--- config.mk ---
export PLATFORM = sky130hd
export DESIGN_NAME = auxIsoController
export DESIGN_NICKNAME = d
export VERILOG_FILES = /design/src/rtl/aux_iso_pkg.sv /design/src/rtl/auxSyncChain.sv /design/src/rtl/auxIsoCtrl.sv /design/src/rtl/auxIsoDatapath.sv /design/src/rtl/auxIsoController.sv
export SDC_FILE = /design/constraint.sdc
export NUM_CORES = 1
export LEC_CHECK = 0
export BUFFER_PORTS_ARGS = -buffer_cell sky130_fd_sc_hd__buf_2
export CORE_MARGIN = 2
export CORE_UTILIZATION = 36
export DETAILED_ROUTE_END_ITERATION = 8
export PLACE_DENSITY = 0.8
export SYNTH_ARGS = -nofsm -noshare
export SYNTH_HDL_FRONTEND = slang
export SYNTH_SLANG_ARGS = --single-unit
--- constraint.sdc ---
create_clock -name auxClk -period 2.35 [get_ports auxClk]
set_input_delay 0.235 -clock auxClk [delete_from_list [all_inputs] [get_ports auxClk]]
set_output_delay 0.235 -clock auxClk [all_outputs]
set_load 0.01 [all_outputs]
--- src/rtl/aux_iso_pkg.sv ---
package aux_iso_pkg;

  localparam logic [2:0] PS_D0_UNINIT = 3'd0;
  localparam logic [2:0] PS_D0_ACTIVE = 3'd1;
  localparam logic [2:0] PS_D1        = 3'd2;
  localparam logic [2:0] PS_D2        = 3'd3;
  localparam logic [2:0] PS_D3        = 3'd4;

  typedef struct packed {
    logic isolate;     // bus is cut off
    logic busReset;    // honoured bus reset
    logic sampleStrap; // strap capture window
    logic wakeSet;     // wake event this cycle
    logic wakeClear;   // honoured clear strobe
  } ctrlStrobes_t;

endpackage

--- src/rtl/auxSyncChain.sv ---
module auxSyncChain #(
  parameter int WIDTH = 2,
  parameter int STAGES = 2,
  parameter logic [WIDTH-1:0] RESET_VAL = '0
) (
  input  logic             clk,
  input  logic             rstN,
  input  logic [WIDTH-1:0] asyncIn,
  output logic [WIDTH-1:0] syncOut
);
  logic [STAGES-1:0][WIDTH-1:0] stageQ;

  always_ff @(posedge clk or negedge rstN) begin
    if (!rstN) begin
      for (int i = 0; i < STAGES; i++) stageQ[i] <= RESET_VAL;
    end else begin
      stageQ[0] <= asyncIn;
      for (int i = 1; i < STAGES; i++) stageQ[i] <= stageQ[i-1];
    end
  end

  assign syncOut = stageQ[STAGES-1];
endmodule

--- src/rtl/auxIsoCtrl.sv ---
module auxIsoCtrl
  import aux_iso_pkg::*;
#(
  parameter int SYNC_STAGES = 2,
  parameter int GLITCH_CYCLES = 2
) (
  input  logic         clk,
  input  logic         altRstN,
  input  logic         busPwrGood,
  input  logic         busRstN,
  input  logic         linkValid,
  input  logic [2:0]   pwrState,
  input  logic         wakeEnable,
  input  logic         wakeClr,
  output ctrlStrobes_t strobes
);
  localparam int CNT_W = $clog2(GLITCH_CYCLES + 1);
  localparam logic [CNT_W-1:0] CNT_LAST = CNT_W'(GLITCH_CYCLES - 1);

  logic [1:0] busSync;
  logic       releaseDone;
  logic       pwrGoodSync;
  logic       busRstSyncN;

  // bit 1: power good, bit 0: bus reset (both start low = isolated / in reset)
  auxSyncChain #(.WIDTH(2), .STAGES(SYNC_STAGES), .RESET_VAL(2'b00)) busSyncU (
    .clk(clk), .rstN(altRstN), .asyncIn({busPwrGood, busRstN}), .syncOut(busSync)
  );

  // alternate-reset release stretcher
  auxSyncChain #(.WIDTH(1), .STAGES(SYNC_STAGES), .RESET_VAL(1'b0)) relSyncU (
    .clk(clk), .rstN(altRstN), .asyncIn(1'b1), .syncOut(releaseDone)
  );

  assign pwrGoodSync = busSync[1];
  assign busRstSyncN = busSync[0];

  // isolation state with exit filter
  logic             isolatedQ;
  logic [CNT_W-1:0] goodCnt;

  always_ff @(posedge clk or negedge altRstN) begin
    if (!altRstN) begin
      isolatedQ <= 1'b1;
      goodCnt   <= '0;
    end else if (!pwrGoodSync) begin
      isolatedQ <= 1'b1;
      goodCnt   <= '0;
    end else if (isolatedQ) begin
      if (goodCnt == CNT_LAST) begin
        isolatedQ <= 1'b0;
        goodCnt   <= '0;
      end else begin
        goodCnt <= goodCnt + 1'b1;
      end
    end
  end

  // link edge detection
  logic linkQ, linkPrevQ, primedQ;

  always_ff @(posedge clk or negedge altRstN) begin
    if (!altRstN) begin
      linkQ     <= 1'b0;
      linkPrevQ <= 1'b0;
      primedQ   <= 1'b0;
    end else begin
      linkQ     <= linkValid;
      linkPrevQ <= primedQ ? linkQ : linkValid;
      primedQ   <= 1'b1;
    end
  end

  logic linkRise, linkFall, wakeEvent;
  assign linkRise = primedQ & linkQ & ~linkPrevQ;
  assign linkFall = primedQ & ~linkQ & linkPrevQ;

  always_comb begin
    unique case (pwrState)
      PS_D0_UNINIT, PS_D0_ACTIVE: wakeEvent = linkFall;
      PS_D1, PS_D2, PS_D3:        wakeEvent = linkRise & wakeEnable;
      default:                    wakeEvent = 1'b0;
    endcase
  end

  always_comb begin
    strobes.isolate     = isolatedQ;
    strobes.busReset    = ~busRstSyncN & ~isolatedQ;
    strobes.sampleStrap = ~releaseDone | (~busRstSyncN & ~isolatedQ);
    strobes.wakeSet     = wakeEvent;
    strobes.wakeClear   = wakeClr & ~isolatedQ;
  end
endmodule

--- src/rtl/auxIsoDatapath.sv ---
module auxIsoDatapath
  import aux_iso_pkg::*;
#(
  parameter int IN_W = 8,
  parameter int OUT_W = 8,
  parameter logic [2:0] AUX_CURRENT = 3'd5
) (
  input  logic             clk,
  input  logic             altRstN,
  input  ctrlStrobes_t     strobes,
  input  logic             strapAux,
  input  logic             busClk,
  input  logic [IN_W-1:0]  busIn,
  input  logic [OUT_W-1:0] coreOut,
  input  logic [OUT_W-1:0] coreOutEn,
  output logic [IN_W-1:0]  coreIn,
  output logic [OUT_W-1:0] busOut,
  output logic [OUT_W-1:0] busOutEn,
  output logic             coreBusClk,
  output logic             coreBusRstN,
  output logic             pmeN,
  output logic [2:0]       capAuxField
);
  logic strapQ, wakeQ;

  always_ff @(posedge clk or negedge altRstN) begin
    if (!altRstN) strapQ <= 1'b0;
    else if (strobes.sampleStrap) strapQ <= strapAux;
  end

  always_ff @(posedge clk or negedge altRstN) begin
    if (!altRstN) wakeQ <= 1'b0;
    else if (strobes.wakeSet) wakeQ <= 1'b1;
    else if (strobes.wakeClear) wakeQ <= 1'b0;
  end

  genvar gi;
  generate
    for (gi = 0; gi < IN_W; gi++) begin : gInLane
      assign coreIn[gi] = busIn[gi] & ~strobes.isolate;
    end
    for (gi = 0; gi < OUT_W; gi++) begin : gOutLane
      assign busOut[gi]   = coreOut[gi];
      assign busOutEn[gi] = coreOutEn[gi] & ~strobes.isolate;
    end
  endgenerate

  assign coreBusClk  = busClk & ~strobes.isolate;
  assign coreBusRstN = ~strobes.busReset;
  assign pmeN        = ~wakeQ;
  assign capAuxField = strapQ ? AUX_CURRENT : 3'd0;
endmodule

--- src/rtl/auxIsoController.sv ---
module auxIsoController
  import aux_iso_pkg::*;
#(
  parameter int IN_W = 8,
  parameter int OUT_W = 8,
  parameter int SYNC_STAGES = 2,
  parameter int GLITCH_CYCLES = 2,
  parameter logic [2:0] AUX_CURRENT = 3'd5
) (
  input  logic             auxClk,
  input  logic             altRstN,
  input  logic             busPwrGood,
  input  logic             busRstN,
  input  logic             busClk,
  input  logic             strapAux,
  input  logic [IN_W-1:0]  busIn,
  input  logic [OUT_W-1:0] coreOut,
  input  logic [OUT_W-1:0] coreOutEn,
  input  logic [2:0]       pwrState,
  input  logic             wakeEnable,
  input  logic             linkValid,
  input  logic             wakeClr,
  output logic [IN_W-1:0]  coreIn,
  output logic [OUT_W-1:0] busOut,
  output logic [OUT_W-1:0] busOutEn,
  output logic             coreBusClk,
  output logic             coreBusRstN,
  output logic             pmeN,
  output logic [2:0]       capAuxField,
  output logic             isolated
);
  ctrlStrobes_t strobes;

  auxIsoCtrl #(.SYNC_STAGES(SYNC_STAGES), .GLITCH_CYCLES(GLITCH_CYCLES)) ctrlU (
    .clk(auxClk), .altRstN(altRstN), .busPwrGood(busPwrGood), .busRstN(busRstN),
    .linkValid(linkValid), .pwrState(pwrState), .wakeEnable(wakeEnable),
    .wakeClr(wakeClr), .strobes(strobes)
  );

  auxIsoDatapath #(.IN_W(IN_W), .OUT_W(OUT_W), .AUX_CURRENT(AUX_CURRENT)) dpU (
    .clk(auxClk), .altRstN(altRstN), .strobes(strobes), .strapAux(strapAux),
    .busClk(busClk), .busIn(busIn), .coreOut(coreOut), .coreOutEn(coreOutEn),
    .coreIn(coreIn), .busOut(busOut), .busOutEn(busOutEn), .coreBusClk(coreBusClk),
    .coreBusRstN(coreBusRstN), .pmeN(pmeN), .capAuxField(capAuxField)
  );

  assign isolated = strobes.isolate;
endmodule

==> impl_metrics.sql, run 1 <==
INSERT INTO impl_metrics (metric_group, metric, value, unit) VALUES
('sta', 'finalCritPeriodShare', '0.675', ''),
('floorplan', 'std_cell_rows', '15', ''),
('synth', 'synth.net_count', '100', ''),
('floorplan', 'floorplan.die_area', '2170', 'um^2'),
('place', 'placement.io_buffers', '49', ''),
('global_routing', 'grt_max_degree', '24', ''),
('synth', 'synthSimpleGateAreaFrac', '0.236', ''),
('setup_path', 'start_kind', 'register', ''),
('synth', 'synth_top_cells_by_count', 'sky130_fd_sc_hd__nor2b_1, sky130_fd_sc_hd__dfrtp_1, sky130_fd_sc_hd__buf_4, sky130_fd_sc_hd__nand2_1', ''),
('synth', 'synth-edff-count', '0', ''),
('finish', 'nFillCells', '166', ''),
('synth', 'largest_family_of_logic_cells_by_synthesized_area', 'simple AND/OR/NAND/NOR gates', ''),
('synth', 'synth.mux.area_fraction', '0.0345', ''),
('sta', 'fin_skew', '7.11', 'ps'),
('setup_path', 'path_class', 'reg2out', ''),
('global_routing', 'gr-total-overflow', '0', ''),
('place', 'dpl_worst_slack', '954', 'ps'),
('sta', 'grt_setup_unrepaired', 'no', ''),
('setup_path', 'critical_path.top_delay_family', 'flip-flops', ''),
('cts', 'post_cts_resized', '0', ''),
('synth', 'synth_compound_gate_area_share', '0.0518', ''),
('finish', 'nNetsFinal', '142', ''),
('cts', 'insertion_delay', '280', 'ps'),
('status', 'status', 'finished clean', ''),
('synth', 'synth.yosys.warnings', '0', ''),
('drt', 'detailroute.via_count', '570', ''),
('pwr', 'design_power_total', '0.549', 'mW'),
('drt', 'drcViolationCount', '0', ''),
('cts', 'tritoncts', 'yes', ''),
('global_routing', 'first_global_vias', '442', ''),
('place', 'post-dp-hpwl', '1140', 'um'),
('floorplan', 'boundary_pin_count', '67', ''),
('setup_path', 'critical_path.cell_chain', 'or2_1 -> buf_2', ''),
('global_routing', 'grt_pass1_wl', '1790', 'um'),
('setup_path', 'timing.critical_path.fanout_max', '23', ''),
('floorplan', 'floorplan.die.width', '46.6', 'um'),
('finish', 'fin_cells', '130', ''),
('setup_path', 'cp.buffers_inverters', '1', ''),
('global_routing', 'grt_antenna_before_repair', '0', ''),
('floorplan', 'initial_utilization', '0.382', ''),
('synth', 'synth_fa_ha_area_frac', '0', ''),
('synth', 'post-synth-top-count-cell', 'sky130_fd_sc_hd__nor2b_1', ''),
('sta', 'setup_tns', '0', 'ps'),
('pwr', 'worst_ir_drop_vdd', '0.424', 'mV'),
('sta', 'hold_slack', '61.4', 'ps'),
('synth', 'synth.top_cell.area_share', '0.461', ''),
('sta', 'finalSetupViolCount', '0', ''),
('synth', 'syn_area', '652', 'um^2'),
('sta', 'final_max_slew_viol_count', '0', ''),
('pwr', 'pwr_density_cell', '628', 'nW/um^2'),
('place', 'place.gp.congestion', '0.682', ''),
('cts', 'cts_sinks', '13', ''),
('synth', 'synthXorXnorAreaFrac', '0.0134', ''),
('drt', 'drt_first_pass_iters', '4', ''),
('drt', 'number_of_nets_with_antenna_violations_after_detailed_routing', '0', ''),
('cts', 'post_cts.repair.setup_buffers', '0', ''),
('cts', 'htreeDepth', '1', ''),
('sta', 'finalHoldViolCount', '0', ''),
('finish', 'layout.cell_area.non_filler', '873', 'um^2'),
('sta', 'timing.final.ws_setup', '765', 'ps'),
('drt', 'via_per_inst', '4.38', ''),
('setup_path', 'cpMaxStageDelayCell', 'sky130_fd_sc_hd__dfstp_2', ''),
('hold_path', 'hold_path_class', 'in2reg', ''),
('drt', 'detail_route.wl_per_cell', '11.0', 'um'),
('place', 'post_dp_cell_area', '837', 'um^2'),
('job', 'max-cap-violations', '0', ''),
('sta', 'achievable-frequency', '631', 'MHz'),
('synth', 'syn-instance-count', '64', ''),
('cts', 'tritoncts_buffer_count', '3', ''),
('synth', 'synth.yosys.seq_area_share', '0.501', ''),
('drt', 'finalWirelength', '1430', 'um');
## cell type report
cell class	instances	area [um^2]	share of cell area
clock buffers	4	26.3	0.0301
inverters	2	7.51	0.00860
multi-input cells	36	226	0.259
flip-flops and latches	13	327	0.374
well taps	25	31.3	0.0358
repair buffers	50	255	0.292
## cells by family (layout without fill, tap and decap cells)
group	after synthesis	in the layout
other	2	2
DFF	13	13
xor gates and xnor gates	1	1
AOI/OAI and AO/OA	5	5
and+or+nand+nor	26	26
muxes	2	2
buffers and inverters	15	56
## power breakdown
part | switching, mW | total (mW) | internal, mW
clock network | 0.0710 | 0.137 | 0.0659
logic | 0.0642 | 0.137 | 0.0724
registers | 0.0277 | 0.275 | 0.247
total | 0.163 | 0.549 | 0.386
## routing by layer
metal,up-vias,track usage,part of all wire
li1,269,-,-
met1,257,0.126,0.33
met2,39,0.225,0.51
met3,5,0.0706,0.14
met4,0,0.0686,0.018
met5,-,0,0
## layout by cell type, fill, tap and decap left out, types with 2 or more instances in the layout
master	count
sky130_fd_sc_hd__buf_2	49
sky130_fd_sc_hd__clkbuf_4	3
sky130_fd_sc_hd__conb_1	2
sky130_fd_sc_hd__dfrtp_1	12
sky130_fd_sc_hd__inv_1	2
sky130_fd_sc_hd__nand2_1	4
sky130_fd_sc_hd__nor2b_1	17
sky130_fd_sc_hd__o21ai_0	2
## final timing paths
| path | end | from | cells past startpoint |
|---|---|---|---|
| worst max-delay path | coreBusRstN | ctrlU.isolatedQ$_DFF_PN1_ | 2 |
| worst min-delay path | ctrlU.busSyncU.stageQ[0]$_DFF_PN0_ | busRstN | 1 |
| worst max register to register | dpU.strapQ$_DFFE_PN0P_ | ctrlU.isolatedQ$_DFF_PN1_ | 3 |
| worst min register to register | ctrlU.busSyncU.syncOut[1]$_DFF_PN0_ | ctrlU.busSyncU.stageQ[1]$_DFF_PN0_ | 0 |
| max in group asynchronous | ctrlU.isolatedQ$_DFF_PN1_ | altRstN | 2 |
| min in group asynchronous | dpU.wakeQ$_DFFE_PN0P_ | altRstN | 2 |
## registers in the layout (all words and copies together), names as in the netlist
| signal | count |
|---|---|
| ctrlU.busSyncU.stageQ | 2 |
| ctrlU.busSyncU.syncOut | 2 |
| ctrlU.goodCnt | 2 |
| ctrlU.isolatedQ | 1 |
| ctrlU.linkPrevQ | 1 |
| ctrlU.linkQ | 1 |
| ctrlU.relSyncU.stageQ | 1 |
| ctrlU.relSyncU.syncOut | 1 |
| dpU.strapQ | 1 |
| dpU.wakeQ | 1 |
Power figures use the tool's default switching activity.
==> run 2: changes to the inputs <==
Settings changed: CORE_UTILIZATION 36 to 34, PLACE_DENSITY 0.8 to 0.76.
Clock period 2.35 ns to 1.5 ns, I/O delays scaled along.
==> run 2 against run 1 <==
Critical endpoint is now coreIn[2]. Die area rose by 5.4%. Setup slack got worse by 650 ps. Via count rose by 1.4%. Total power rose by 61%. First-iteration DRC count fell by 100%. Combinational power rose by 94%. Non-clock buffer count rose by 5. Routed wire length rose by 5.0%. Clock skew fell by 4.1 ps. Clock power rose by 50%. Flip-flop and latch count did not move.
==> impl_metrics.sql, run 2 (same netlist as run 1, synthesis figures left out) <==
INSERT INTO impl_metrics (metric_group, metric, value, unit) VALUES
('pwr', 'switchingPower', '0.251', 'mW'),
('drt', 'via_per_inst', '4.28', ''),
('floorplan', 'boundary_pin_count', '67', ''),
('cts', 'clk_root_buffer_cell', 'sky130_fd_sc_hd__clkbuf_4', ''),
('floorplan', 'core_area', '1760', 'um^2'),
('pwr', 'pwr_density_cell', '947', 'nW/um^2'),
('pwr', 'seqPwrFrac', '0.466', ''),
('sta', 'final.min_clock_period', '1390', 'ps'),
('setup_path', 'critical_path.cell_chain', 'buf_4 -> nor2b_1 -> buf_2', ''),
('global_routing', 'grt_max_degree', '14', ''),
('setup_path', 'reg2reg_depth', '4', ''),
('pwr', 'leakagePower', '0.501', 'nW'),
('setup_path', 'timing.critical_path.fanout_max', '13', ''),
('cts', 'cts_sinks', '13', ''),
('pwr', 'internal_power', '0.630', 'mW'),
('setup_path', 'timing.critical_path.to_type', 'output port', ''),
('setup_path', 'start_kind', 'register', ''),
('finish', 'nNetsFinal', '147', ''),
('sta', 'grt_setup_unrepaired', 'no', ''),
('finish', 'layout.cells.most_common', 'sky130_fd_sc_hd__buf_2', ''),
('setup_path', 'worstSetupPathDepth', '3', ''),
('floorplan', 'initial_utilization', '0.370', ''),
('place', 'post-dp-hpwl', '1270', 'um'),
('cts', 'htreeDepth', '1', ''),
('floorplan', 'floorplan.die_area', '2280', 'um^2'),
('finish', 'flow.area_growth_from_synthesis', '42.8', '%'),
('drt', 'finalWirelength', '1500', 'um'),
('sta', 'setup_tns', '0', 'ps'),
('pwr', 'netSwitchingFraction', '0.285', ''),
('sta', 'finalSetupViolCount', '0', ''),
('drt', 'drt_first_iter_violations', '0', ''),
('cts', 'tritoncts', 'yes', ''),
('cts', 'cts_buffer_depth', '2', ''),
('drt', 'detailroute.via_count', '578', ''),
('finish', 'layout.cell_area.non_filler', '931', 'um^2'),
('setup_path', 'critPathMaxStageDelay', '580', 'ps'),
('global_routing', 'gr-total-overflow', '0', ''),
('pwr', 'worst_ir_drop_vdd', '0.474', 'mV'),
('floorplan', 'std_cell_rows', '15', ''),
('drt', 'detail_route.wl_per_cell', '11.1', 'um'),
('finish', 'insertedDiodeCount', '0', ''),
('place', 'post_dp_cell_area', '845', 'um^2'),
('setup_path', 'cpMaxStageDelayCell', 'sky130_fd_sc_hd__dfstp_2', ''),
('sta', 'achievable-frequency', '721', 'MHz'),
('floorplan', 'die_h', '47.8', 'um'),
('sta', 'finalHoldViolCount', '0', ''),
('drt', 'drt_first_pass_iters', '1', ''),
('status', 'status', 'finished clean', ''),
('global_routing', 'first_global_vias', '473', ''),
('sta', 'finalCritPeriodShare', '0.924', ''),
('setup_path', 'cp_data_required_time', '1350', 'ps'),
('pwr', 'power.share.combinational', '0.302', ''),
('pwr', 'share_clk_of_total_power', '0.232', ''),
('setup_path', 'cp.buffers_inverters', '2', ''),
('finish', 'nFillCells', '175', ''),
('floorplan', 'floorplan.die.width', '47.8', 'um'),
('global_routing', 'grt_antenna_before_repair', '0', ''),
('place', 'placement.io_buffers', '49', ''),
('hold_path', 'cell_depth_of_the_worst_min_delay_path', '2', ''),
('finish', 'drive_gt1_frac', '0.518', ''),
('drt', 'drcViolationCount', '0', ''),
('finish', 'multiInputGateArea', '226', 'um^2'),
('setup_path', 'critical_path.top_delay_family', 'flip-flops', ''),
('sta', 'fin_skew', '3.04', 'ps'),
('cts', 'tritoncts_buffer_count', '3', ''),
('hold_path', 'hold_path_class', 'in2reg', ''),
('finish', 'sequential_cell_area', '327', 'um^2'),
('cts', 'insertion_delay', '260', 'ps'),
('cts', 'worst_setup_hold_path_clk_slew', '70', 'ps'),
('place', 'place.gp.congestion', '0.703', ''),
('sta', 'final_max_slew_viol_count', '0', ''),
('global_routing', 'global_route.usage.total', '0.125', ''),
('drt', 'number_of_nets_with_antenna_violations_after_detailed_routing', '0', ''),
('finish', 'most_frequent_cells_in_the_layout', 'sky130_fd_sc_hd__buf_2, sky130_fd_sc_hd__nor2b_1, sky130_fd_sc_hd__dfrtp_1', ''),
('job', 'max-cap-violations', '0', ''),
('global_routing', 'grt_pass1_wl', '1840', 'um'),
('setup_path', 'arrival_time_of_data_at_the_critical_path_endpoint', '1240', 'ps'),
('setup_path', 'path_class', 'reg2out', ''),
('pwr', 'design_power_total', '0.882', 'mW');
==> run 2: cell types whose count changed in the layout (fill, tap and decap cells not counted), sizes merged <==
| cell | previous run | this run |
|---|---|---|
| dlygate4sd3 | 1 | 4 |
| buf | 49 | 51 |
==> run 2: final timing paths <==
path | end | slack [ps] | from
setup / recovery | coreIn[2] | 110 | ctrlU.isolatedQ$_DFF_PN1_
hold / removal | dpU.strapQ$_DFFE_PN0P_ | 110 | strapAux
setup reg to reg | dpU.strapQ$_DFFE_PN0P_ | 210 | ctrlU.isolatedQ$_DFF_PN1_
hold reg to reg | ctrlU.busSyncU.syncOut[1]$_DFF_PN0_ | 350 | ctrlU.busSyncU.stageQ[1]$_DFF_PN0_
max in group asynchronous | ctrlU.isolatedQ$_DFF_PN1_ | 940 | altRstN
min in group asynchronous | ctrlU.busSyncU.stageQ[1]$_DFF_PN0_ | 290 | altRstN
==> run 2: per-stage QoR <==
stage	std cells	setup WS (ps)	hold WS [ps]	utilization
3_3_place_gp	126	297	43.9	0.479
6_report	135	114	108	0.528
3_5_place_dp	126	251	49.3	0.479
5_1_grt	135	55.0	91.7	0.528
2_1_floorplan	64	292	-146	-
4_1_cts	134	21.4	99.4	0.516
==> run 2: repair_timing <==
action / CTS / global route
setup endpoints to repair: 0 / 8
hold buffers: 4 / 0
hold endpoints to repair: 15 / 0
gates resized for setup: 0 / 0
setup buffers: 0 / 1
==> run 2: power groups by stage <==
stage,sequential (mW),combinational (mW),clock [mW]
floorplan,0.413,0.159,0
global placement,0.420,0.232,0
detailed placement,0.423,0.237,0
CTS,0.417,0.245,0.216
global route,0.415,0.298,0.228
finish,0.411,0.266,0.205
==> run 2: per-layer routing <==
layer	up-vias	GRT usage	part of all wire
met1	258	0.112	0.35
met4	0	0.0919	0.012
met5	-	0	0
li1	279	-	-
met3	4	0.0340	0.13
met2	37	0.235	0.51
==> run 2: area by class of cell <==
cell class,count,area share
clock buffers,4,0.0282
well taps,25,0.0336
repair buffers,55,0.336
multi-input cells,36,0.243
flip-flops and latches,13,0.351
inverters,2,0.00806
